[src/rtl/uart_rx_pkg.sv]
package uart_rx_pkg;

    // One received character and the errors seen while framing it.
    typedef struct packed {
        logic       brk;
        logic       ferr;
        logic       perr;
        logic [7:0] data;
    } rx_char_t;

    typedef enum logic [2:0] {
        ST_HUNT,
        ST_START,
        ST_DATA,
        ST_PAR,
        ST_STOP,
        ST_WAITHI
    } rx_state_e;

    // Index of the last data bit: 5 bits -> 4 ... 8 bits -> 7.
    function automatic logic [2:0] last_bit_idx(input logic [1:0] wl);
        return {1'b1, wl};
    endfunction

    function automatic logic has_error(input rx_char_t c);
        return c.brk | c.ferr | c.perr;
    endfunction

endpackage

[src/rtl/uart_rx_frame.sv]
module uart_rx_frame
    import uart_rx_pkg::*;
#(
    parameter int MID_TICKS = 8,
    parameter int BIT_TICKS = 16
) (
    input  logic       clk,
    input  logic       rst,
    input  logic       tick16,
    input  logic       rx_in,
    input  logic [1:0] word_len,
    input  logic       parity_en,
    input  logic       parity_even,
    output logic       done,
    output rx_char_t   char_o
);
    localparam int CW = $clog2(BIT_TICKS);
    localparam logic [CW-1:0] MID_LAST = CW'(MID_TICKS - 1);
    localparam logic [CW-1:0] BIT_LAST = CW'(BIT_TICKS - 1);

    logic [1:0]  sync_q;
    logic        rxs;
    rx_state_e   state;
    logic [CW-1:0] cnt;
    logic [2:0]  idx;
    logic [7:0]  data_q;
    logic        par_q;
    logic        ones_odd;

    assign rxs      = sync_q[1];
    assign ones_odd = (^data_q) ^ par_q;

    always_ff @(posedge clk) begin
        if (rst) sync_q <= 2'b11;
        else     sync_q <= {sync_q[0], rx_in};
    end

    always_ff @(posedge clk) begin
        if (rst) begin
            state  <= ST_HUNT;
            cnt    <= '0;
            idx    <= '0;
            data_q <= '0;
            par_q  <= 1'b0;
            done   <= 1'b0;
            char_o <= '0;
        end else begin
            done <= 1'b0;
            if (tick16) begin
                case (state)
                    ST_HUNT: begin
                        if (!rxs) begin
                            state <= ST_START;
                            cnt   <= '0;
                        end
                    end
                    ST_START: begin
                        if (cnt == MID_LAST) begin
                            cnt    <= '0;
                            idx    <= '0;
                            data_q <= '0;
                            par_q  <= 1'b0;
                            state  <= rxs ? ST_HUNT : ST_DATA;
                        end else begin
                            cnt <= cnt + 1'b1;
                        end
                    end
                    ST_DATA: begin
                        if (cnt == BIT_LAST) begin
                            cnt         <= '0;
                            data_q[idx] <= rxs;
                            if (idx == last_bit_idx(word_len))
                                state <= parity_en ? ST_PAR : ST_STOP;
                            else
                                idx <= idx + 1'b1;
                        end else begin
                            cnt <= cnt + 1'b1;
                        end
                    end
                    ST_PAR: begin
                        if (cnt == BIT_LAST) begin
                            cnt   <= '0;
                            par_q <= rxs;
                            state <= ST_STOP;
                        end else begin
                            cnt <= cnt + 1'b1;
                        end
                    end
                    ST_STOP: begin
                        if (cnt == BIT_LAST) begin
                            cnt         <= '0;
                            done        <= 1'b1;
                            char_o.data <= data_q;
                            char_o.perr <= parity_en & (ones_odd ^ ~parity_even);
                            char_o.ferr <= ~rxs;
                            char_o.brk  <= ~rxs & (data_q == 8'h00) & ~par_q;
                            state       <= rxs ? ST_HUNT : ST_WAITHI;
                        end else begin
                            cnt <= cnt + 1'b1;
                        end
                    end
                    ST_WAITHI: begin
                        if (rxs) state <= ST_HUNT;
                    end
                    default: state <= ST_HUNT;
                endcase
            end
        end
    end

    // a character completion lasts exactly one cycle
    assert_done_pulse_R3: assert property (@(posedge clk) disable iff (rst)
        done |=> !done);

    // a break character always carries a framing error
    assert_brk_has_ferr_R8: assert property (@(posedge clk) disable iff (rst)
        done && char_o.brk |-> char_o.ferr);

endmodule

[src/rtl/uart_rx_fifo.sv]
module uart_rx_fifo
    import uart_rx_pkg::*;
#(
    parameter int DEPTH_MAX = 64,
    parameter int DEPTH_MIN = 16
) (
    input  logic     clk,
    input  logic     rst,
    input  logic     deep,
    input  logic     push,
    input  rx_char_t push_char,
    input  logic     pop,
    output rx_char_t head,
    output logic     empty,
    output logic     full,
    output logic     err_any
);
    localparam int AW = $clog2(DEPTH_MAX);
    localparam int CW = $clog2(DEPTH_MAX + 1);
    localparam logic [CW-1:0] LIM_DEEP    = CW'(DEPTH_MAX);
    localparam logic [CW-1:0] LIM_SHALLOW = CW'(DEPTH_MIN);

    rx_char_t      mem [DEPTH_MAX];
    logic [AW-1:0] wr_ptr, rd_ptr;
    logic [CW-1:0] count, err_cnt;
    logic          do_push, do_pop, push_err, pop_err;

    assign empty    = (count == '0);
    assign full     = count >= (deep ? LIM_DEEP : LIM_SHALLOW);
    assign head     = mem[rd_ptr];
    assign do_push  = push & ~full;
    assign do_pop   = pop & ~empty;
    assign push_err = do_push & has_error(push_char);
    assign pop_err  = do_pop & has_error(head);
    assign err_any  = (err_cnt != '0);

    always_ff @(posedge clk) begin
        if (do_push) mem[wr_ptr] <= push_char;
    end

    always_ff @(posedge clk) begin
        if (rst) begin
            wr_ptr  <= '0;
            rd_ptr  <= '0;
            count   <= '0;
            err_cnt <= '0;
        end else begin
            if (do_push) wr_ptr <= wr_ptr + 1'b1;
            if (do_pop)  rd_ptr <= rd_ptr + 1'b1;
            count   <= count + CW'(do_push) - CW'(do_pop);
            err_cnt <= err_cnt + CW'(push_err) - CW'(pop_err);
        end
    end

    // occupancy never goes past the largest setting
    assert_no_overflow_R11: assert property (@(posedge clk) disable iff (rst)
        count <= LIM_DEEP);

    // a character arriving at a full queue leaves the occupancy unchanged
    assert_full_keeps_R5: assert property (@(posedge clk) disable iff (rst)
        push && full && !pop |=> count == $past(count));

endmodule

[src/rtl/uart_rx_status.sv]
module uart_rx_status
    import uart_rx_pkg::*;
(
    input  logic     clk,
    input  logic     rst,
    input  logic     done,
    input  rx_char_t done_char,
    input  logic     q_full,
    input  logic     q_empty,
    input  logic     q_err_any,
    input  logic     rd_lsr,
    input  logic     thr_empty,
    input  logic     tsr_empty,
    output logic [7:0] lsr
);
    logic oe_q, pe_q, fe_q, bi_q, qe_q;
    logic stored, dropped;

    assign stored  = done & ~q_full;
    assign dropped = done & q_full;

    always_ff @(posedge clk) begin
        if (rst) begin
            oe_q <= 1'b0;
            pe_q <= 1'b0;
            fe_q <= 1'b0;
            bi_q <= 1'b0;
            qe_q <= 1'b0;
        end else begin
            oe_q <= dropped | (oe_q & ~rd_lsr);
            pe_q <= (stored & done_char.perr) | (pe_q & ~rd_lsr);
            fe_q <= (stored & done_char.ferr) | (fe_q & ~rd_lsr);
            bi_q <= (stored & done_char.brk)  | (bi_q & ~rd_lsr);
            if (stored && has_error(done_char)) qe_q <= 1'b1;
            else if (rd_lsr)                    qe_q <= q_err_any;
        end
    end

    assign lsr = {qe_q, tsr_empty, thr_empty, bi_q, fe_q, pe_q, oe_q, ~q_empty};

    // a status read with no new overrun clears bit 1
    assert_oe_clears_R5: assert property (@(posedge clk) disable iff (rst)
        rd_lsr && !dropped |=> !oe_q);

    // a stored character with a bad stop bit raises bit 3
    assert_fe_sets_R7: assert property (@(posedge clk) disable iff (rst)
        stored && done_char.ferr |=> fe_q);

    // break is never reported without framing error
    assert_brk_implies_fe_R8: assert property (@(posedge clk) disable iff (rst)
        bi_q |-> fe_q);

    // an errored entry in the queue keeps bit 7 up
    assert_qerr_held_R10: assert property (@(posedge clk) disable iff (rst)
        q_err_any |-> qe_q);

endmodule

[src/rtl/uart_rx_lsr.sv]
module uart_rx_lsr
    import uart_rx_pkg::*;
#(
    parameter int DEPTH_MAX = 64,
    parameter int DEPTH_MIN = 16
) (
    input  logic       clk,
    input  logic       rst,
    input  logic       tick16,
    input  logic       rx_in,
    input  logic [1:0] word_len,
    input  logic       parity_en,
    input  logic       parity_even,
    input  logic       deep_fifo,
    input  logic       rd_data,
    input  logic       rd_lsr,
    input  logic       thr_empty,
    input  logic       tsr_empty,
    output logic [7:0] rx_data,
    output logic [7:0] lsr,
    output logic       rx_ready
);
    logic     done, q_empty, q_full, q_err_any;
    rx_char_t done_char, head;

    uart_rx_frame u_frame (
        .clk         (clk),
        .rst         (rst),
        .tick16      (tick16),
        .rx_in       (rx_in),
        .word_len    (word_len),
        .parity_en   (parity_en),
        .parity_even (parity_even),
        .done        (done),
        .char_o      (done_char)
    );

    uart_rx_fifo #(
        .DEPTH_MAX (DEPTH_MAX),
        .DEPTH_MIN (DEPTH_MIN)
    ) u_fifo (
        .clk       (clk),
        .rst       (rst),
        .deep      (deep_fifo),
        .push      (done),
        .push_char (done_char),
        .pop       (rd_data),
        .head      (head),
        .empty     (q_empty),
        .full      (q_full),
        .err_any   (q_err_any)
    );

    uart_rx_status u_status (
        .clk       (clk),
        .rst       (rst),
        .done      (done),
        .done_char (done_char),
        .q_full    (q_full),
        .q_empty   (q_empty),
        .q_err_any (q_err_any),
        .rd_lsr    (rd_lsr),
        .thr_empty (thr_empty),
        .tsr_empty (tsr_empty),
        .lsr       (lsr)
    );

    assign rx_data  = q_empty ? 8'h00 : head.data;
    assign rx_ready = ~q_empty;

endmodule

[config.mk]
export PLATFORM = sky130hd
export DESIGN_NAME = uart_rx_lsr
export DESIGN_NICKNAME = d
export VERILOG_FILES = /design/src/rtl/uart_rx_pkg.sv /design/src/rtl/uart_rx_frame.sv /design/src/rtl/uart_rx_fifo.sv /design/src/rtl/uart_rx_status.sv /design/src/rtl/uart_rx_lsr.sv
export SDC_FILE = /design/constraint.sdc
export NUM_CORES = 1
export LEC_CHECK = 0
export BUFFER_PORTS_ARGS = -buffer_cell sky130_fd_sc_hd__clkbuf_2
export CORE_MARGIN = 3
export CORE_UTILIZATION = 25
export CTS_BUF_LIST = sky130_fd_sc_hd__clkbuf_16
export DETAILED_ROUTE_END_ITERATION = 8
export GPL_TIMING_DRIVEN = 0
export PLACE_DENSITY = 0.42
export REMOVE_ABC_BUFFERS = 1
export SLEW_MARGIN = 40
export SYNTH_ARGS = -nofsm -noshare
export SYNTH_HDL_FRONTEND = slang
export SYNTH_SLANG_ARGS = --single-unit
[constraint.sdc]
create_clock -name clk -period 3.67 [get_ports clk]
set_input_delay 0.367 -clock clk [delete_from_list [all_inputs] [get_ports clk]]
set_output_delay 0.367 -clock clk [all_outputs]
set_load 0.01 [all_outputs]
==> results.toml, run 1 <==
[routing]
vias = 15260
wl_per_cell_um = 22.89
drt-total-wl_um = 77630
postRouteAntennaNets = 0
drt_first_pass_iters = 5
drc = 0
first_iter_violations = 1291
viasPerCell = 4.498

[cells_and_area]
nFillCells = 11580
final_nets = 1768
syn_to_final_growth_pct = 22.05
layout-drive-gt1-share_pct = 29.93

[place]
port_buffers = 25
place.gp.congestion = 0.7146
pre_cts_ws_ns = -1.804
dp_hpwl_um = 45620

[clock_network]
cts_buffer_depth = 3
cts_root_buffer = "clkbuf_16"
clkLatencyLatePin_ns = 0.64
cts.sinks = 774
clkSlewWorstSetupHoldPaths_ns = 0.06
cts_tree = "done"
numCtsBuffers = 83
h-tree-depth = 3

[logic_synthesis]
synth_xor_area_share_pct = 0.8425
syn-instance-count = 1609
yosys_warnings = 0
synthFlopType = "edfxtp_1"
synth_edf_count = 704
async_reset_ff_share_pct = 0
ys_seq_area_share_pct = 74.77
muxShareOfSynthArea_pct = 12.61
synth_top_family_by_area = "multiplexers"
synth.distinct_cells = 55
avgSynthCellArea_sq_um = 18.74
synth_compound_area_share_pct = 2.951
synthAdderAreaFrac_pct = 1.295
synthSimpleGateAreaFrac_pct = 5.379
synth-seq-cells = 774
syn-cell-area_sq_um = 30150

[sta]
finClkSkew_ns = 0.02843
slew_viol_final = 0
worst_slack_ns = -0.4570
fin_tns_setup_ns = -2.043
tightest_slew_ns = 0.7935
finalCritPeriodShare_pct = 112.5
grt_setup_unrepaired = "true"
fin_crit_ns = 4.127
hold_viol_final = 0
finalSetupViolCount = 11
slew_headroom_pct = 47.04
clock.fmax_mhz = 242.3

[floorplanning]
die_w_um = 353.3
die_h_um = 353.3
ioPinCount = 30
die-area_sq_um = 124800
coreArea_sq_um = 118900
rows = 126
start_util_pct = 25.36

[outcome]
violations = "setup timing"
status = "complete, but fails checks"

[power_and_ir_drop]
p_leak_nw = 12.92
power.density_nw_per_um2 = 576.5
vdd_drop_max_uv = 374.5

[global_routing]
antenna_found_initial = 0
grt_overflow_total = 0
grt_pass1_wl_um = 112900
grt_usage_pct = 12.33
grt_pass1_vias = 15920
grt_max_degree = 49

[min_path]
holdCritPathClass = "in -> reg"

[worst_setup_path]
cp.required_ns = 4.22
cp.arrival_ns = 4.68
critPathMaxFanout = 4
cp-start-kind = "register"
worstSetupPathType = "reg -> reg"
worstSetupEndpointType = "register"

[job]
drv_cap = 0
cells in the final DEF, fill, tap and decap left out, drive strengths merged, types with 8 or more instances in the layout:
| cell type | instances |
|---|---|
| a211oi | 13 |
| a21oi | 53 |
| a221o | 8 |
| buf | 88 |
| bufbuf | 10 |
| clkbuf | 108 |
| clkinv | 33 |
| dfxtp | 70 |
| edfxtp | 704 |
| ha | 28 |
| inv | 78 |
| mux4 | 167 |
| nand2 | 41 |
| nand2b | 8 |
| nand3 | 14 |
| nand3b | 9 |
| nand4 | 8 |
| nor2 | 126 |
| nor2b | 15 |
| nor3 | 29 |
| nor4 | 18 |
| nor4b | 15 |
| o21ai | 28 |
| o22ai | 10 |
| xnor2 | 17 |
| xor2 | 12 |
final timing paths:
check / from / to / slack [ns] / cells after the start
worst max-delay path: register / u_fifo.err_cnt[6] / -0.46 / 17
worst max register to register: register / u_fifo.err_cnt[6] / -0.46 / 17
worst min-delay path: rd_lsr / u_status.oe_q / 0.16 / 4
worst min register to register: u_frame.sync_q[0] / u_frame.sync_q[1] / 0.41 / 1
sequential cells by signal (all words and copies together) (netlist names), named ones only:
name	count
u_status.fe_q	1
u_frame.par_q	1
u_status.bi_q	1
u_fifo.err_cnt	7
u_fifo.rd_ptr	6
u_status.oe_q	1
u_frame.char_o	11
u_frame.done	1
u_fifo.count	7
u_frame.cnt	4
u_status.pe_q	1
u_fifo.wr_ptr	6
u_frame.state	3
u_fifo.mem	704
u_frame.data_q	8
u_frame.idx	3
u_status.qe_q	1
u_frame.sync_q	2
layer usage:
layer  global-route usage, %  vias up  share of wire [%]
met5                       0        -                  0
met4                   3.225        0                2.0
met3                   2.092      102                4.2
met2                   19.72      348                 47
met1                   17.36     8109                 46
li1                        -     6699                  -
where the power goes:
group	total [mW]	leakage, nW	internal (mW)	switching, mW
registers	9.63	8.59	9.55	0.0806
logic	3.45	2.95	1.79	1.66
clock network	8.13	1.38	4.67	3.46
total	21.2	12.9	16.0	5.21
final cells by class:
class,count,area [sq um],share of cell area (%)
flip-flops and latches,774,22600,61.42
clock buffers,86,2152,5.849
well taps,1600,2002,5.441
diodes,1,2.502,0.006801
repair buffers,122,1742,4.733
clock inverters,65,464.2,1.262
inverters,52,195.2,0.5305
multi-input cells,692,7639,20.76
Yosys cell counts (15+ instances only):
master | number | area, sq um
edfxtp_1 | 704 | 21140
mux4_2 | 167 | 3761
nor2_1 | 126 | 473.0
dfxtp_1 | 70 | 1401
a21oi_1 | 53 | 265.3
inv_1 | 52 | 195.2
clkbuf_1 | 51 | 191.4
nand2_1 | 41 | 153.9
nor3_1 | 29 | 145.1
ha_1 | 28 | 350.3
o21ai_0 | 28 | 140.1
buf_2 | 18 | 90.09
nor4_1 | 18 | 112.6
xnor2_1 | 17 | 148.9
nor2b_1 | 15 | 93.84
nor4b_1 | 15 | 131.4
kinds of logic (layout without fill, tap and decap cells):
logic type,after synthesis,count (layout)
flip-flops,774,774
AND/OR/NAND/NOR,320,320
multiplexers,171,171
buffers and inverters,143,325
AO/OA/AOI/OAI,142,142
adder cells (fa/ha/maj),30,30
XOR/XNOR,29,29
other,0,1
stage by stage:
stage               cell area (sq um)  hold WS, ns  instances  utilization (%)  power (mW)
finish                          36800       0.1644       3392            30.95       21.21
global route                    36790       0.1588       3391            30.95       22.08
global placement                31820       0.3944       3143            26.77       12.07
floorplan                       29690       0.3895       1518                -       11.64
detailed placement              32770       0.3975       3177            27.57       12.37
CTS                             36380       0.1289       3373            30.61       21.38
critical path, cell delays in order, from the launching register on:
cell and delay [ns]:
dfxtp_4 0.43, buf_12 0.13, buf_16 0.11, mux4_2 0.53
a211oi_4 0.35, a211oi_2 0.14, a211oi_2 0.36, o22ai_4 0.18
ha_4 0.31, inv_2 0.04, ha_4 0.15, fa_2 0.36
a21oi_2 0.13, o21bai_1 0.10, a21oi_1 0.17, nor2_1 0.07
or3_1 0.35, a21oi_1 0.12
timing repair:
| action | in CTS | in global routing |
|---|---|---|
| hold buffers | 2 | 0 |
| buffers inserted | 33 | 19 |
| endpoints found under the setup margin | 182 | 248 |
| endpoints found under the hold margin | 2 | 0 |
| resized for setup | 62 | 49 |
| cloned | 10 | 1 |
| pin swaps | 18 | 14 |
Note: power is estimated with default switching activity, not from simulation.
==> run 2: changes to the inputs <==
Settings changed: MAX_ROUTING_LAYER set to met4, PLACE_DENSITY 0.42 to 0.4.
Clock period 3.67 ns to 4.5 ns, I/O delays scaled along.
==> run 2 against run 1 <==
Compared with the run above: critical path type unchanged; count of clock-buffer cells in the layout fell by 1; via count fell by 1.7%; wire length fell by 2.1%; the flow now finishes without violations; sequential share of layout area rose by 1.4 points; cell area fell by 2.3%; critical endpoint unchanged.
==> results.toml, run 2 (same netlist as run 1, synthesis figures left out) <==
[worst_setup_path]
reg2reg_depth = 18
cp.arrival_ns = 4.77
critPathMaxFanout = 15
worstSetupPathType = "reg -> reg"
rr_endpoint = "u_fifo.err_cnt[6]"
worst-r2r-setup-slack_ns = 0.27
cp.required_ns = 5.04
cp-start-kind = "register"
worstSetupEndpointType = "register"

[clock_network]
h-tree-depth = 3
cts_root_buffer = "clkbuf_16"
cts.sinks = 774
clkLatencyLatePin_ns = 0.65
cts_buffer_depth = 3
numCtsBuffers = 83
cts_tree = "done"
clkSlewWorstSetupHoldPaths_ns = 0.06

[cells_and_area]
mostFrequentLayoutCells = "edfxtp_1, mux4_2, clkbuf_16"
largest_register_ff_count = 704
layout.cells.most_common = "edfxtp_1"
layout-drive-gt1-share_pct = 26.07
finalInstanceArea_sq_um = 35950
final_nets = 1723
syn_to_final_growth_pct = 19.24
top_regs = "u_fifo.mem x704, u_frame.char_o x11, u_frame.data_q x8"
nFillCells = 11650
regMostFlops = "u_fifo.mem"
fin_util_pct = 30.24
multi_input_area_sq_um = 7372
register_area_sq_um = 22600
antenna_cells = 0

[sta]
slew_viol_final = 0
clock.fmax_mhz = 236.5
finalCritPeriodShare_pct = 93.96
grt_setup_unrepaired = "false"
finClkSkew_ns = 0.03685
slew_headroom_pct = 38.61
finalSetupViolCount = 0
fin_crit_ns = 4.228
tightest_slew_ns = 0.9208
hold_viol_final = 0
worst_slack_ns = 0.2716

[global_routing]
grt_pass1_vias = 15460
grt_max_degree = 64
antenna_found_initial = 1
grt_usage_pct = 12.26
grt_pass1_wl_um = 109000
grt_overflow_total = 0

[min_path]
holdCritPathClass = "in -> reg"
hold_depth = 3
holdPathEnd = "u_frame.char_o[8]"
worstHoldStart = "parity_en"

[floorplanning]
die-area_sq_um = 124800
ioPinCount = 30
start_util_pct = 25.36
coreArea_sq_um = 118900
rows = 126
die_h_um = 353.3
die_w_um = 353.3

[routing]
vias = 15000
drt-total-wl_um = 76010
first_iter_violations = 1231
postRouteAntennaNets = 0
drc = 0
drt_first_pass_iters = 5
viasPerCell = 4.483
wl_per_cell_um = 22.72

[power_and_ir_drop]
p_leak_nw = 12.56
vdd_drop_max_uv = 330.9
power.density_nw_per_um2 = 469.2

[place]
pre_cts_ws_ns = -0.7348
dp_hpwl_um = 46030
port_buffers = 25
place_area_sq_um = 32780
place.gp.congestion = 0.7616

[job]
drv_cap = 0

[outcome]
status = "finished, final reports clean"
run 2: cell types whose count changed in the layout (fill, tap and decap cells not counted), sizes merged, moves of 2 or more:
cell and delta:
buf -44, bufbuf -8, bufinv +2, clkbuf +7, clkinv -9, clkinvlp +3
inv +4
run 2: cell type report:
class,count,area share (%)
Clock buffer,85,5.917
Sequential cell,774,62.86
Multi-Input combinational cell,692,20.51
Tap cell,1600,5.569
Clock inverter,65,1.455
Inverter,52,0.5429
Timing Repair Buffer,77,3.150
run 2: critical path, cell delays in order, from the launching register on:
cell and delay (ns):
dfxtp_4 0.38, buf_4 0.16, buf_4 0.20, nor3_1 0.20, a211oi_1 0.08, a211oi_1 0.45
nor2_1 0.18, o32ai_4 0.45, o22ai_4 0.20, ha_4 0.31, inv_1 0.03, ha_1 0.20
fa_2 0.37, a21oi_2 0.14, o21bai_1 0.11, a21oi_1 0.14, nor2_1 0.06, or3_1 0.34
a21oi_1 0.13
run 2: per-stage QoR:
step	TNS, ns	power (mW)	instances	hold slack (ns)
floorplan	-55.79	9.492	1518	0.3895
global placement	-131.11	9.977	3143	0.3966
detailed placement	-1.406	10.10	3177	0.3977
CTS	0	16.95	3334	0.04107
global route	0	17.61	3345	0.08303
finish	0	16.87	3345	0.1014
run 2: report_power, final:
part           leakage [nW]  internal [mW]  switching (mW)
sequential             8.59           7.79          0.0686
clock                  1.38           3.88            2.80
combinational          2.59           1.12            1.20
run 2: timing repair:
item,4_1_cts,5_1_grt
setup endpoints to repair,5,1
hold endpoints to repair,1,0
gates cloned,2,5
hold buffers,1,0
setup buffers,4,6
pin swaps,1,8
gates resized for setup,12,16
run 2: how the worst max path moves through the flow:
| stage | start | end | slack (ns) | depth (start not counted) |
|---|---|---|---|---|
| after floorplan | register | u_fifo.err_cnt[6] | -4.63 | 15 |
| after global placement | register | u_fifo.err_cnt[6] | -10.01 | 15 |
| after detailed placement | register | u_fifo.err_cnt[6] | -0.73 | 17 |
| after CTS | register | u_fifo.err_cnt[6] | 0.02 | 15 |
| after global routing | register | u_fifo.err_cnt[6] | 0.06 | 18 |
| final | register | u_fifo.err_cnt[6] | 0.27 | 18 |
run 2: routing by layer:
| metal | wire length, um | GRT usage [%] |
|---|---|---|
| met1 | 34470 | 16.60 |
| met2 | 35850 | 18.72 |
| met3 | 4226 | 2.830 |
| met4 | 1469 | 2.849 |
| met5 | 0 | - |
